### src/rtl/fbus_pkg.sv
package fbus_pkg;
  typedef enum logic [1:0] {
    FB_CLASSIC = 2'd0,
    FB_LATE    = 2'd1,
    FB_ATTR    = 2'd2,
    FB_ALT     = 2'd3
  } fb_mode_e;

  function automatic fb_mode_e fb_decode(input logic [1:0] sel);
    case (sel)
      2'd1:    return FB_LATE;
      2'd2:    return FB_ATTR;
      default: return FB_CLASSIC;
    endcase
  endfunction
endpackage

### src/rtl/fbus_raster_decode.sv
module fbus_raster_decode #(
  parameter int TW          = 8,
  parameter int LW          = 9,
  parameter int PAPER_T0    = 0,
  parameter int PAPER_LEN   = 128,
  parameter int PAPER_LINE0 = 64,
  parameter int PAPER_LINES = 192
) (
  input  logic [TW-1:0] ras_t,
  input  logic [LW-1:0] ras_line,
  output logic          in_paper,
  output logic [2:0]    slot
);
  localparam logic [TW-1:0] T_LO = TW'(PAPER_T0);
  localparam logic [TW:0]   T_HI = (TW+1)'(PAPER_T0 + PAPER_LEN);
  localparam logic [LW-1:0] L_LO = LW'(PAPER_LINE0);
  localparam logic [LW:0]   L_HI = (LW+1)'(PAPER_LINE0 + PAPER_LINES);

  logic t_in, l_in;
  always_comb begin
    t_in     = (ras_t >= T_LO) && ({1'b0, ras_t} < T_HI);
    l_in     = (ras_line >= L_LO) && ({1'b0, ras_line} < L_HI);
    in_paper = t_in && l_in;
    slot     = 3'(ras_t - T_LO);
  end
endmodule

### src/rtl/fbus_attr_hold.sv
module fbus_attr_hold #(
  parameter int DW = 8
) (
  input  logic          clk,
  input  logic          rst,
  input  logic          late,
  input  logic          in_paper,
  input  logic          attr_strobe,
  input  logic [DW-1:0] vid_data,
  input  logic          mem_acc,
  input  logic [DW-1:0] mem_data,
  output logic [DW-1:0] last_attr,
  output logic [DW-1:0] border_val
);
  logic          ovr;
  logic [DW-1:0] ovr_val;

  always_ff @(posedge clk) begin
    if (rst) begin
      last_attr <= '1;
      ovr       <= 1'b0;
      ovr_val   <= '1;
    end else begin
      if (attr_strobe) last_attr <= vid_data;
      if (in_paper) begin
        ovr <= 1'b0;
      end else if (late && mem_acc) begin
        ovr     <= 1'b1;
        ovr_val <= mem_data;
      end
    end
  end

  assign border_val = ovr ? ovr_val : last_attr;
endmodule

### src/rtl/fbus_slot_select.sv
module fbus_slot_select
  import fbus_pkg::*;
#(
  parameter int DW = 8
) (
  input  fb_mode_e      mode,
  input  logic          in_paper,
  input  logic [2:0]    slot,
  input  logic [DW-1:0] vid_data,
  input  logic [DW-1:0] last_attr,
  input  logic [DW-1:0] border_val,
  output logic          attr_strobe,
  output logic [DW-1:0] value
);
  localparam logic [DW-1:0] IDLE = '1;

  always_comb begin
    value       = IDLE;
    attr_strobe = 1'b0;
    case (mode)
      FB_LATE: begin
        attr_strobe = in_paper && !slot[2] && slot[0];
        if (in_paper) value = slot[2] ? last_attr : vid_data;
        else          value = border_val;
        value[0] = 1'b1;
      end
      FB_ATTR: begin
        attr_strobe = in_paper && (slot[1:0] == 2'd0);
        if (in_paper) value = (slot[1:0] == 2'd0) ? vid_data : last_attr;
      end
      default: begin
        if (in_paper && !slot[2]) value = vid_data;
      end
    endcase
  end
endmodule

### src/rtl/fbus_port_gate.sv
module fbus_port_gate
  import fbus_pkg::*;
#(
  parameter int          AW         = 16,
  parameter logic [15:0] PORT_MASK  = 16'hF003,
  parameter logic [15:0] PORT_MATCH = 16'h0001
) (
  input  fb_mode_e      mode,
  input  logic          en_128k,
  input  logic [AW-1:0] io_addr,
  input  logic          io_rd,
  output logic          answer
);
  localparam logic [AW-1:0] MSK = AW'(PORT_MASK);
  localparam logic [AW-1:0] MAT = AW'(PORT_MATCH);

  always_comb begin
    if (mode == FB_LATE) answer = io_rd && en_128k && ((io_addr & MSK) == MAT);
    else                 answer = io_rd;
  end
endmodule

### src/rtl/fbus_read_logic.sv
module fbus_read_logic
  import fbus_pkg::*;
#(
  parameter int LINE_T      = 224,
  parameter int FRAME_LINES = 312,
  parameter int PAPER_T0    = 0,
  parameter int PAPER_LEN   = 128,
  parameter int PAPER_LINE0 = 64,
  parameter int PAPER_LINES = 192,
  parameter int DW          = 8,
  parameter int AW          = 16,
  parameter int TW          = $clog2(LINE_T),
  parameter int LW          = $clog2(FRAME_LINES)
) (
  input  logic          clk,
  input  logic          rst,
  input  logic [1:0]    mode_sel,
  input  logic          en_128k,
  input  logic [TW-1:0] ras_t,
  input  logic [LW-1:0] ras_line,
  input  logic [DW-1:0] vid_data,
  input  logic [AW-1:0] io_addr,
  input  logic          io_rd,
  input  logic          mem_acc,
  input  logic [DW-1:0] mem_data,
  output logic [DW-1:0] rd_data,
  output logic          rd_ack
);
  fb_mode_e      mode_q;
  logic          in_paper, attr_strobe, answer;
  logic [2:0]    slot;
  logic [DW-1:0] last_attr, border_val, value;

  always_ff @(posedge clk) begin
    if (rst) mode_q <= fb_decode(mode_sel);
  end

  fbus_raster_decode #(
    .TW(TW), .LW(LW), .PAPER_T0(PAPER_T0), .PAPER_LEN(PAPER_LEN),
    .PAPER_LINE0(PAPER_LINE0), .PAPER_LINES(PAPER_LINES)
  ) u_dec (
    .ras_t(ras_t), .ras_line(ras_line), .in_paper(in_paper), .slot(slot)
  );

  fbus_slot_select #(.DW(DW)) u_sel (
    .mode(mode_q), .in_paper(in_paper), .slot(slot), .vid_data(vid_data),
    .last_attr(last_attr), .border_val(border_val),
    .attr_strobe(attr_strobe), .value(value)
  );

  fbus_attr_hold #(.DW(DW)) u_hold (
    .clk(clk), .rst(rst), .late(mode_q == FB_LATE), .in_paper(in_paper),
    .attr_strobe(attr_strobe), .vid_data(vid_data), .mem_acc(mem_acc),
    .mem_data(mem_data), .last_attr(last_attr), .border_val(border_val)
  );

  fbus_port_gate #(.AW(AW)) u_gate (
    .mode(mode_q), .en_128k(en_128k), .io_addr(io_addr), .io_rd(io_rd),
    .answer(answer)
  );

  always_ff @(posedge clk) begin
    if (rst) begin
      rd_data <= '1;
      rd_ack  <= 1'b0;
    end else begin
      rd_ack <= answer;
      if (answer) rd_data <= value;
    end
  end
endmodule

### config.mk
export PLATFORM = sky130hd
export DESIGN_NAME = fbus_read_logic
export DESIGN_NICKNAME = d
export VERILOG_FILES = /design/src/rtl/fbus_pkg.sv /design/src/rtl/fbus_raster_decode.sv /design/src/rtl/fbus_attr_hold.sv /design/src/rtl/fbus_slot_select.sv /design/src/rtl/fbus_port_gate.sv /design/src/rtl/fbus_read_logic.sv
export SDC_FILE = /design/constraint.sdc
export NUM_CORES = 1
export LEC_CHECK = 0
export BUFFER_PORTS_ARGS = -buffer_cell sky130_fd_sc_hd__buf_2
export CAP_MARGIN = 0
export CORE_MARGIN = 4
export CORE_UTILIZATION = 49
export DETAILED_ROUTE_END_ITERATION = 16
export HOLD_SLACK_MARGIN = 0.02
export PLACE_DENSITY = 0.89
export SETUP_SLACK_MARGIN = 0.05
export SYNTH_ARGS = -nofsm -noshare
export SYNTH_HDL_FRONTEND = slang
export SYNTH_HIERARCHICAL = 1
export SYNTH_SLANG_ARGS = --single-unit
### constraint.sdc
create_clock -name clk -period 2.64 [get_ports clk]
set_input_delay 0.528 -clock clk [delete_from_list [all_inputs] [get_ports clk]]
set_output_delay 0.528 -clock clk [all_outputs]
set_load 0.01 [all_outputs]
==> results.txt, run 1 <==
DRT Pass-1 Iters: 4
Worst EP arrival: 2.22 ns
GRT Overall Usage: 0.160
Worst Setup End Kind: flop
Reg2reg setup slack: 0.65 ns
Initial antenna violation count: 0
Gate power share: 0.245
Min Tclk post-route: 1.99 ns
Final Net Count: 267
Flop pwr share: 0.548
Worst vdd ir: 0.264 mV
DIE WIDTH: 66.4 um
Max_slew headroom: 0.600
Fillers: 308
Period Utilization, post-route: 0.756
Layout cell share with drive strength beyond 1: 0.346
DR WL/cell: 14.1 um
Syn. warnings: 6
Routed vias: 1457
Max FO, Critical Path: 10
GR Util met3: 0.0221
Commonest cells after routing, fill and taps aside: 43 x buf_2, 25 x dfxtp_1, 24 x nor2_1, 19 x nor2b_1, 11 x a211o_2
Count of hold-fix buffers inserted at cts: 0
Die height: 66.4 um
Post-CTS Setup Bufs: 0
Crit start category: flop
Commonest non-fill, non-tap cell in the layout: buf_2
Io pins: 65
Required time of the critical path: 2.86 ns
H-tree depth: 1
Largest net degree at the start of global routing: 35
Root Buffer: clkbuf_4
Status: finished clean
Reg clk slew, reported paths: 0.13 ns
Routability Congestion: 0.879
Layout overhead on the synthesized area: 12.6%
Max-slew violations: 0
Clock network fraction of design power: 0.207
Port Buf Inserts: 43
CTS resizes: 0
Pleak: 0.738 nW
GRT Max-Usage Layer: met2
Reg2reg end: rd_data[7]$_SDFFE_PP1P_
Initial core utilization: 0.530
Clk_skew: 0.00805 ns
Met1 Use GR: 0.200
WHS: 0.451 ns
Met2 GRT Util: 0.284
Core area: 3150 um2
Setup TNS: 0 ns
Pint: 589 uW
CTS Buf Count: 3
Unrepaired setup endpoints after global routing: no
Worst hold path type: input port to flop
Total Routed Length: 3540 um
Final Core Density: 0.596
Maxcap violations: 0
Vias/cell: 5.78
PD cells: 434 nW/um2
Post-Syn Area per Cell: 9.60 um2
Gr ovfl total: 0
Reg2reg path depth: 5
DRT iter0 DRCs: 84
Worst-Skew Late Latency: 0.31 ns
Fmax achieved: 501 MHz
Placement Rows: 20
CP Class: flop to flop
Die area: 4410 um2
Sink Count: 27
Final hold violation count: 0
Vias in the first global route: 1290
Sw Share: 0.278
Setup crit end: rd_data[7]$_SDFFE_PP1P_
Crit path launch: mode_q[1]$_DFFE_PP_
CTS tree: done
Sw power: 227 uW
Post-route ant nets: 0
CTS max path bufs: 2
Worst r2r src: mode_q[1]$_DFFE_PP_
Post-DP HPWL: 2610 um
Worst-Margin Slew: 0.601 ns
Final setup viols: 0
Synthesized Nets: 232
DRC: 0
Syn Inst Count: 174
Global-route wire length before repair: 5580 um
Ant diodes: 0
Cell area after synthesis: 1670 um2
Total Power: 816 uW
[flip-flops by register name (all words and copies together), names as in the netlist]
name and cells:
mode_q 2, rd_ack 1, rd_data 8, u_hold/last_attr 8, u_hold/ovr 1, u_hold/ovr_val 7
[worst max-delay path, stage by stage, from the launching register on]
cell,delay (ns)
edfxtp_1,0.45
ha_1,0.53
nand3b_1,0.31
nor2_1,0.20
a21oi_1,0.07
a211o_2,0.34
[final cells by class]
type | instances | area, um2 | share of cell area
multi-input combinational | 128 | 993 | 0.528
sequential | 27 | 561 | 0.298
timing repair buffer | 45 | 230 | 0.122
tap | 44 | 55.1 | 0.0293
clock buffer | 4 | 26.3 | 0.0140
inverter | 4 | 15.0 | 0.00798
[routing by layer]
| metal | wire [um] | part of all wire |
|---|---|---|
| met1 | 1510 | 0.43 |
| met2 | 1820 | 0.51 |
| met3 | 193 | 0.055 |
| met4 | 18 | 0.0051 |
| met5 | 0 | 0 |
[per-stage QoR]
stage,cell area [um2],std cells,setup slack (ns)
6_report,1880,252,0.645
5_1_grt,1880,252,0.499
2_1_floorplan,1670,174,0.664
4_1_cts,1880,252,0.693
3_3_place_gp,1850,248,0.541
3_5_place_dp,1850,248,0.515
[worst min path at each step]
stage | startpoint | endpoint | slack [ns] | depth (start not counted)
after floorplan | u_hold/ovr_val[1]$_SDFFE_PP1P_ | u_hold/ovr_val[1]$_SDFFE_PP1P_ | 0.48 | 2
after global placement | u_hold/ovr_val[3]$_SDFFE_PP1P_ | u_hold/ovr_val[3]$_SDFFE_PP1P_ | 0.50 | 2
after detailed placement | u_hold/ovr_val[3]$_SDFFE_PP1P_ | u_hold/ovr_val[3]$_SDFFE_PP1P_ | 0.51 | 2
after CTS | vid_data[1] | u_hold/last_attr[1]$_SDFFE_PP1P_ | 0.44 | 2
after global routing | vid_data[0] | u_hold/last_attr[0]$_SDFFE_PP1P_ | 0.45 | 2
final | vid_data[1] | u_hold/last_attr[1]$_SDFFE_PP1P_ | 0.45 | 2
[power by group through the flow]
stage	logic, mW	registers (mW)	clock network (mW)
6_report	0.200	0.447	0.169
5_1_grt	0.218	0.451	0.193
4_1_cts	0.198	0.447	0.176
3_5_place_dp	0.198	0.456	0
3_3_place_gp	0.194	0.456	0
2_1_floorplan	0.135	0.460	0
Note: power is estimated with default switching activity, not from simulation.
==> inputs of run 2 (changes only) <==
- clock period: 2.64 -> 2 ns (I/O delays scaled with it)
==> results.txt, run 2 (synthesis results as in run 1) <==
Ant diodes: 0 (unchanged)
Worst Setup End Kind: flop (unchanged)
GRT Overall Usage: 0.167 (was 0.160)
Root Buffer: clkbuf_4 (unchanged)
DRT iter0 DRCs: 58 (was 84)
Core area: 3150 um2 (unchanged)
Period Utilization, post-route: 0.928 (was 0.756)
Reg2reg end: rd_data[0]$_SDFFE_PP1P_ (was rd_data[7]$_SDFFE_PP1P_)
Required time of the critical path: 2.22 ns (was 2.86 ns)
Max FO, Critical Path: 8 (was 10)
Crit start category: flop (unchanged)
Worst-Margin Slew: 0.578 ns (was 0.601 ns)
Reg2reg path depth: 7 (was 5)
Fmax achieved: 539 MHz (was 501 MHz)
Placement Rows: 20 (unchanged)
Routability Congestion: 0.892 (was 0.879)
Total Routed Length: 3680 um (was 3540 um)
CTS tree: done (unchanged)
Largest stage delay, worst path: 0.44 ns (was 0.53 ns)
Worst-Skew Late Latency: 0.32 ns (was 0.31 ns)
CP Class: flop to flop (unchanged)
Reg clk slew, reported paths: 0.15 ns (was 0.13 ns)
Sink Count: 27 (unchanged)
Critical path cell sequence: inv_1 -> ha_1 -> nand3b_1 -> buf_4 -> o32ai_1 -> a21oi_1 -> a211o_2 (was ha_1 -> nand3b_1 -> nor2_1 -> a21oi_1 -> a211o_2)
Worst path slowest cell: ha_1 (unchanged)
Max-slew violations: 0 (unchanged)
DR WL/cell: 14.5 um (was 14.1 um)
Setup crit end: rd_data[0]$_SDFFE_PP1P_ (was rd_data[7]$_SDFFE_PP1P_)
Port Buf Inserts: 43 (unchanged)
Vias/cell: 5.68 (was 5.78)
Gr ovfl total: 0 (unchanged)
Commonest non-fill, non-tap cell in the layout: buf_2 (unchanged)
Final hold violation count: 0 (unchanged)
Routed vias: 1442 (was 1457)
DRT Pass-1 Iters: 4 (unchanged)
Crit path launch: mode_q[0]$_DFFE_PP_ (was mode_q[1]$_DFFE_PP_)
Pleak: 0.747 nW (was 0.738 nW)
Worst path bufs/invs: 2 (was 0)
Io pins: 65 (unchanged)
Post-DP HPWL: 2740 um (was 2610 um)
Vias in the first global route: 1353 (was 1290)
Global-route wire length before repair: 5830 um (was 5580 um)
Max_slew headroom: 0.614 (was 0.600)
Die area: 4410 um2 (unchanged)
Total Power: 1.09 mW (was 816 uW)
Initial core utilization: 0.530 (unchanged)
Crit path depth: 7 (was 5)
Worst vdd ir: 0.357 mV (was 0.264 mV)
Final Core Density: 0.604 (was 0.596)
Largest net degree at the start of global routing: 35 (unchanged)
Commonest cells after routing, fill and taps aside: 43 x buf_2, 25 x dfxtp_1, 24 x nor2_1, 19 x nor2b_1, 11 x a211o_2 (unchanged)
Worst EP arrival: 2.07 ns (was 2.22 ns)
Worst r2r src: mode_q[0]$_DFFE_PP_ (was mode_q[1]$_DFFE_PP_)
WHS: 0.314 ns (was 0.451 ns)
DIE WIDTH: 66.4 um (unchanged)
Initial antenna violation count: 0 (unchanged)
Clk_skew: 0.0119 ns (was 0.00805 ns)
Layout overhead on the synthesized area: 13.9% (was 12.6%)
CP delay by family, top: compound AO/OA/AOI/OAI gates (was adder cells)
DRC: 0 (unchanged)
Final setup viols: 0 (unchanged)
PD cells: 574 nW/um2 (was 434 nW/um2)
CTS max path bufs: 2 (unchanged)
Biggest regs: rd_data x8, u_hold/last_attr x8, u_hold/ovr_val x7 (unchanged)
Worst hold path type: input port to flop (unchanged)
Layout cell share with drive strength beyond 1: 0.362 (was 0.346)
CTS Buf Count: 3 (unchanged)
H-tree depth: 1 (unchanged)
Reg2reg setup slack: 0.14 ns (was 0.65 ns)
Min Tclk post-route: 1.86 ns (was 1.99 ns)
Maxcap violations: 0 (unchanged)
Status: finished clean (unchanged)
Post-route ant nets: 0 (unchanged)
Final Net Count: 269 (was 267)
Unrepaired setup endpoints after global routing: no (unchanged)
Die height: 66.4 um (unchanged)
run 2: changes by cell type in the layout (fill, tap and decap cells not counted):
cell and change:
buf_4 +1, and2_2 +1, buf_6 +1, ha_2 +1, and2_1 -1, ha_1 -1
run 2: stage by stage:
stage | TNS [ns] | std cells | area, um2 | setup slack (ns)
finish | 0 | 254 | 1900 | 0.144
global route | 0 | 254 | 1900 | 0.0283
CTS | 0 | 253 | 1890 | 0.116
detailed placement | -0.0335 | 249 | 1860 | -0.0335
global placement | 0 | 249 | 1860 | 0.0266
floorplan | 0 | 174 | 1670 | 0.143
run 2: worst min path at each step:
stage / from / endpoint / depth (start not counted)
after floorplan: u_hold/ovr_val[1]$_SDFFE_PP1P_ / u_hold/ovr_val[1]$_SDFFE_PP1P_ / 2
after detailed placement: u_hold/ovr_val[2]$_SDFFE_PP1P_ / u_hold/ovr_val[2]$_SDFFE_PP1P_ / 2
after global placement: u_hold/ovr_val[3]$_SDFFE_PP1P_ / u_hold/ovr_val[3]$_SDFFE_PP1P_ / 2
final: mem_data[2] / u_hold/ovr_val[2]$_SDFFE_PP1P_ / 3
after global routing: mem_data[1] / u_hold/ovr_val[1]$_SDFFE_PP1P_ / 3
after CTS: vid_data[0] / u_hold/last_attr[0]$_SDFFE_PP1P_ / 2
run 2: routing by layer:
| layer | part of all wire | GRT usage | wire, um |
|---|---|---|---|
| met4 | 0.014 | 0.0457 | 53 |
| met1 | 0.42 | 0.195 | 1550 |
| met3 | 0.061 | 0.0408 | 225 |
| met5 | 0 | 0 | 0 |
| met2 | 0.50 | 0.299 | 1850 |
run 2: final cells by class:
class	count	area (um2)
Fill cell	298	1250
Multi-Input combinational cell	128	997
Sequential cell	27	561
Timing Repair Buffer	47	249
Tap cell	44	55.1
Clock buffer	4	26.3
Inverter	4	15.0
run 2: repair_timing:
| action | 4_1_cts | 5_1_grt |
|---|---|---|
| buffers inserted | 0 | 1 |
| hold buffers | 0 | 0 |
| endpoints found under the setup margin | 0 | 13 |
| resized for setup | 0 | 3 |
| endpoints found under the hold margin | 0 | 0 |
run 2: worst min-delay path, delay by kind of cell:
family,cells,cell delay (ns)
buffers and inverters,1,0.07
muxes,1,0.10
and+or+nand+nor,1,0.03
run 2: power breakdown:
group          total, mW  switching [mW]  internal [mW]
Sequential         0.591          0.0174          0.574
Clock              0.232           0.154         0.0780
Combinational      0.269           0.138          0.131
